--- src/rtl/flg_pkg.sv ---
package flg_pkg;
   typedef enum logic [1:0] {
      V_EMPTY = 2'd0,
      V_GOOD  = 2'd1,
      V_BAD   = 2'd2
   } verdict_t;
endpackage

--- src/rtl/flg_bitcount.sv ---
module flg_bitcount #(
   parameter int CNT_W = 8
) (
   input  logic             clk,
   input  logic             rst_n,
   input  logic             active,
   input  logic             tick,
   output logic [CNT_W-1:0] cnt,
   output logic             sat
);
   localparam logic [CNT_W-1:0] CNT_MAX = {CNT_W{1'b1}};

   always_ff @(posedge clk or negedge rst_n) begin
      if (!rst_n) begin
         cnt <= '0;
         sat <= 1'b0;
      end else if (!active) begin
         cnt <= '0;
         sat <= 1'b0;
      end else if (tick) begin
         if (cnt == CNT_MAX) sat <= 1'b1;
         else                cnt <= cnt + 1'b1;
      end
   end
endmodule

--- src/rtl/flg_span.sv ---
module flg_span (
   input  logic clk,
   input  logic rst_n,
   input  logic sel_a_n,
   input  logic sel_b_n,
   output logic active,
   output logic end_s,
   output logic wide_q
);
   logic active_q;

   assign active = ~sel_a_n | ~sel_b_n;
   assign end_s  = active_q & ~active;

   always_ff @(posedge clk or negedge rst_n) begin
      if (!rst_n) begin
         active_q <= 1'b0;
         wide_q   <= 1'b0;
      end else begin
         active_q <= active;
         if (!active)                    wide_q <= 1'b0;
         else if (!sel_a_n && !sel_b_n)  wide_q <= 1'b1;
      end
   end
endmodule

--- src/rtl/flg_rule.sv ---
module flg_rule
   import flg_pkg::*;
#(
   parameter int CNT_W    = 8,
   parameter int MIN_ONE  = 16,
   parameter int MIN_BOTH = 32,
   parameter int STEP     = 8
) (
   input  logic [CNT_W-1:0] cnt,
   input  logic             sat,
   input  logic             wide,
   output verdict_t         verdict
);
   localparam logic [CNT_W-1:0] NEED_ONE  = MIN_ONE[CNT_W-1:0];
   localparam logic [CNT_W-1:0] NEED_BOTH = MIN_BOTH[CNT_W-1:0];
   localparam bit STEP_POW2 = ((STEP & (STEP - 1)) == 0);

   logic [CNT_W-1:0] need;
   logic [CNT_W-1:0] extra;
   logic             on_grid;

   assign need  = wide ? NEED_BOTH : NEED_ONE;
   assign extra = cnt - need;

   generate
      if (STEP_POW2 && STEP == 1) begin : g_any
         assign on_grid = 1'b1;
      end else if (STEP_POW2) begin : g_mask
         localparam int SB = $clog2(STEP);
         assign on_grid = ~|extra[SB-1:0];
      end else begin : g_div
         localparam logic [CNT_W-1:0] STEP_V = STEP[CNT_W-1:0];
         assign on_grid = ((extra % STEP_V) == '0);
      end
   endgenerate

   always_comb begin
      if (sat)                       verdict = V_BAD;
      else if (cnt == '0)            verdict = V_EMPTY;
      else if (cnt >= need && on_grid) verdict = V_GOOD;
      else                           verdict = V_BAD;
   end
endmodule

--- src/rtl/flg_sticky.sv ---
module flg_sticky
   import flg_pkg::*;
(
   input  logic     clk,
   input  logic     rst_n,
   input  logic     end_s,
   input  verdict_t verdict,
   input  logic     set_req,
   output logic     err_q,
   output logic     ok_q
);
   always_ff @(posedge clk or negedge rst_n) begin
      if (!rst_n) begin
         err_q <= 1'b1;
         ok_q  <= 1'b0;
      end else begin
         ok_q <= end_s && (verdict == V_GOOD);
         if (set_req)
            err_q <= 1'b1;
         else if (end_s && verdict == V_GOOD)
            err_q <= 1'b0;
         else if (end_s && verdict == V_BAD)
            err_q <= 1'b1;
      end
   end
endmodule

--- src/rtl/frame_len_guard.sv ---
module frame_len_guard
   import flg_pkg::*;
#(
   parameter int CNT_W    = 8,
   parameter int MIN_ONE  = 16,
   parameter int MIN_BOTH = 32,
   parameter int STEP     = 8
) (
   input  logic clk,
   input  logic rst_n,
   input  logic sel_a_n,
   input  logic sel_b_n,
   input  logic sclk_rise,
   input  logic por_exit,
   input  logic wake_exit,
   input  logic sdi,
   output logic frame_ok,
   output logic err_flag,
   output logic sdo_lead
);
   localparam int CNT_MAX = (1 << CNT_W) - 1;

   generate
      if (STEP < 1)               begin : g_bad_step  $error("STEP must be at least 1"); end
      if (MIN_ONE < 1)            begin : g_bad_min   $error("MIN_ONE must be at least 1"); end
      if (MIN_BOTH < MIN_ONE)     begin : g_bad_order $error("MIN_BOTH below MIN_ONE"); end
      if (MIN_BOTH > CNT_MAX)     begin : g_bad_width $error("CNT_W too small for MIN_BOTH"); end
   endgenerate

   logic             active;
   logic             end_s;
   logic             wide_q;
   logic [CNT_W-1:0] cnt;
   logic             sat;
   verdict_t         verdict;

   flg_span u_span (
      .clk     (clk),
      .rst_n   (rst_n),
      .sel_a_n (sel_a_n),
      .sel_b_n (sel_b_n),
      .active  (active),
      .end_s   (end_s),
      .wide_q  (wide_q)
   );

   flg_bitcount #(.CNT_W(CNT_W)) u_cnt (
      .clk    (clk),
      .rst_n  (rst_n),
      .active (active),
      .tick   (sclk_rise),
      .cnt    (cnt),
      .sat    (sat)
   );

   flg_rule #(
      .CNT_W    (CNT_W),
      .MIN_ONE  (MIN_ONE),
      .MIN_BOTH (MIN_BOTH),
      .STEP     (STEP)
   ) u_rule (
      .cnt     (cnt),
      .sat     (sat),
      .wide    (wide_q),
      .verdict (verdict)
   );

   flg_sticky u_flag (
      .clk     (clk),
      .rst_n   (rst_n),
      .end_s   (end_s),
      .verdict (verdict),
      .set_req (por_exit | wake_exit),
      .err_q   (err_flag),
      .ok_q    (frame_ok)
   );

   assign sdo_lead = (active && cnt == '0 && !sat) ? (err_flag | sdi) : 1'b0;
endmodule

--- config.mk ---
export PLATFORM = sky130hd
export DESIGN_NAME = frame_len_guard
export DESIGN_NICKNAME = d
export VERILOG_FILES = /design/src/rtl/flg_pkg.sv /design/src/rtl/flg_bitcount.sv /design/src/rtl/flg_span.sv /design/src/rtl/flg_rule.sv /design/src/rtl/flg_sticky.sv /design/src/rtl/frame_len_guard.sv
export SDC_FILE = /design/constraint.sdc
export NUM_CORES = 1
export LEC_CHECK = 0
export BUFFER_PORTS_ARGS = -buffer_cell sky130_fd_sc_hd__buf_2
export CAP_MARGIN = 20
export CELL_PAD_IN_SITES_DETAIL_PLACEMENT = 0
export CELL_PAD_IN_SITES_GLOBAL_PLACEMENT = 1
export CORE_UTILIZATION = 25
export DETAILED_ROUTE_END_ITERATION = 8
export GPL_TIMING_DRIVEN = 0
export PLACE_DENSITY_LB_ADDON = 0.15
export SYNTH_ARGS = -nofsm -noshare
export SYNTH_HDL_FRONTEND = slang
export SYNTH_SLANG_ARGS = --single-unit
--- constraint.sdc ---
create_clock -name clk -period 1.5 [get_ports clk]
set_input_delay 0.075 -clock clk [delete_from_list [all_inputs] [get_ports clk]]
set_output_delay 0.075 -clock clk [all_outputs]
set_load 0.005 [all_outputs]
==> impl_results.md <==
- Status: complete, but fails checks
- Failing checks: setup timing
- Post-Syn Area: 738 sq um
- Total gr overflow: 0
- Final Worst Setup Slack: -0.0225 ns
- CP startpoint kind: register
- Drt wl/cell: 13.3 um
- Hold path endpoint: u_flag.err_q
- FF-to-FF setup slack: roughly 0.07 ns
- Crit path arrival time: 1.45 ns
- Num ports: 11
- Fin. Hold Viols: 0
- Slowest cell on crit path: dfrtp_1
- Crit path largest cell delay: ~0.4 ns
- Antenna-violating nets left: 0
- Yosys top cell area share: 40.7%
- Highest metal used: met4
- Reg area: 329 sq um
- Worst setup startpoint: u_cnt.cnt[1]
- Synth area leader: dfrtp_1
- WS Path Type: reg2out
- Synth unique cells: 31
- Reg-to-Reg End: u_cnt.cnt[1]
- Total Wirelength: 1730 um
- Worst slack, placed: -0.0509 ns
- Routed metal-1 wirelength: 826 um
- DRC: 0
- Sequential-to-total area share from yosys stat: around 44%
- Longest Clk Path Bufs: 2
- Drt pass-1 iters: 4
- Worst path required time: 1.42 ns
- Seq cells post-synth: 13
- Commonest cells after routing, fill and taps aside: nor2_1, buf_2, dfrtp_1
- Initial Utilization: 26.5%
- FFs w/ async S/R, synth: between 90% and 100%
- Clk_lat worst skew: 0.27 ns
- RSZ-0062 raised after global routing: true
- Dpl hpwl: 1210 um
- Post-synthesis cell count: between 70 and 80
- DR WL met3: roughly 67 um
- Setup Viol. Count Final: 1
- TNS Setup: -0.0225 ns
- First-pass GRT wire length: 2870 um
- CP Capture Type: output port
- Die W: 56.3 um
- Initial DRC count: 14
- Clock Root Buffer: clkbuf_4
- Hold path depth: 3
- Reg2reg path depth: 6
- Antenna fix cells: 0
- Nets: 113
- Ys Warns: 0
- Rows: 19
- Area contributors post-synth: dfrtp_1, ha_1, nor2_1
- Post-DR vias/cell: just under 5
- Final period utilization: 102%
- Hold Startpoint: por_exit
- Final GP Congestion: just under 0.7
- Die Area: 3170 sq um
- CTS clock-pin slew for the worst setup and hold paths: about 0.080 ns
- Core Footprint: 2780 sq um
- VDD IR max: 0.000660 V
- Main synth FF type: dfrtp_1
- Max Freq: 657 MHz
- H-tree levels: 1
- Pwr/cell area: ~1000 nW/um^2
- Minimum clock period: 1.52 ns
- Final max-slew violation count: 0
- Post-Syn Nets: 91
- Hold WC Path Type: in2reg
- CTS tree: done
- Final Skew: 0.00233 ns
- Least-Margin Pin Slew: 0.484 ns
- Post-synth EDFFs: 0
- Area occupied by multi-input gates: ~420 sq um
- Largest net degree at the start of global routing: 14
- Max_cap viols: 0
- Height of the chip: 56.3 um
- Share of cells above drive strength 1: 32.3%
- Total number of vias: 635
- Synth-to-Final Area Change: 28.6%
- Relative max-transition margin: roughly 68%
- GRT Util Overall: 12.0%
- Crit-path max FO: 2
- Vias in the first global route: around 620
- Sequence of cells on the critical path: inv_2 > ha_4 > nor4b_4 > nand3_1 > nor3_1 > buf_2
- Clock buffer count from CTS: 3
- Fill cells: 294
- Mapped Avg Cell Area: about 9.5 sq um
- Port Buf Inserts: 10
- Leakage: about 0.43 nW
- Met2 WL: 823 um
- R2R Path Start: u_cnt.cnt[1]
- Sink Count: 13
- Initial antenna violation count: 0
## flip-flops by register name, indices dropped and copies added, names as in the netlist
signal           flops
u_cnt.cnt            8
u_cnt.sat            1
u_flag.err_q         1
u_flag.ok_q          1
u_span.active_q      1
u_span.wide_q        1
## power breakdown
part / leakage (nW) / switching, W / internal (W)
Clock: 0.0150 / 0.000118 / 0.000103
Sequential: 0.165 / 0.0000290 / 0.000388
Combinational: 0.246 / 0.000169 / 0.000181
Total: 0.426 / 0.000316 / 0.000672
## worst max-delay path: cells and delay by family, from the launching register on
kind / cells / cell delay (ns)
fa+ha+maj: 1 / 0.14
buf+inv: 2 / 0.22
flops: 1 / 0.40
simple gates: 3 / 0.42
## cells in the mapped netlist, types with 2 or more instances
cell type and instances:
a21oi_1 2, dfrtp_1 12, ha_1 5, inv_1 7, nand2_1 4, nand3_1 3
nand4_1 3, nor2_1 10, nor3_1 4, nor4b_1 2, o21ai_0 4, o21ai_1 2
xor2_1 2
## area by class of cell
| class | count | share of cell area [%] |
|---|---|---|
| Buffer | 2 | 0.922 |
| Clock buffer | 4 | 2.77 |
| Inverter | 7 | 2.77 |
| Multi-Input combinational cell | 56 | 43.7 |
| Sequential cell | 13 | 34.7 |
| Tap cell | 31 | 4.08 |
| Timing Repair Buffer | 17 | 11.1 |
## routing by layer
metal | GRT usage [%] | vias to the layer above
met5 | 0 | -
met4 | 4.18 | 0
met3 | 3.46 | 2
met2 | 19.0 | 13
met1 | 15.5 | 297
li1 | - | 323
## how the worst max path moves through the flow
stage,end,slack [ns]
floorplan,u_flag.err_q,0.17
global placement,u_flag.err_q,-0.01
detailed placement,u_flag.err_q,-0.05
CTS,sdo_lead,-0.06
global route,sdo_lead,-0.13
finish,sdo_lead,-0.02
## cell families after synthesis
logic type      count (synthesis)  synth area share (%)
simple gates                   31                  23.4
compound gates                 16                  14.2
flops                          13                  44.2
buf+inv                         9                  4.75
fa+ha+maj                       5                  8.47
xor+xnor                        3                  3.56
mux                             1                  1.36
## stage by stage
stage          area [sq um]  total power (W)  util [%]  cells  hold slack (ns)
6_report                950         0.000988      34.1    130           0.0118
5_1_grt                 950          0.00107      34.1    130           0.0214
4_1_cts                 938         0.000996      33.7    130          0.00796
3_5_place_dp            827         0.000661      29.7    119          -0.0130
3_3_place_gp            827         0.000658      29.7    119          -0.0131
2_1_floorplan           738         0.000581         -     78           -0.221
## timing repair
action                                 in CTS  in global routing
hold buffers                                1                  0
resized for setup                           8                  4
pin swaps                                   3                  1
setup buffers                               6                  0
endpoints found under the hold margin      13                  0
setup endpoints to repair                   2                  8
Power figures use the tool's default switching activity.
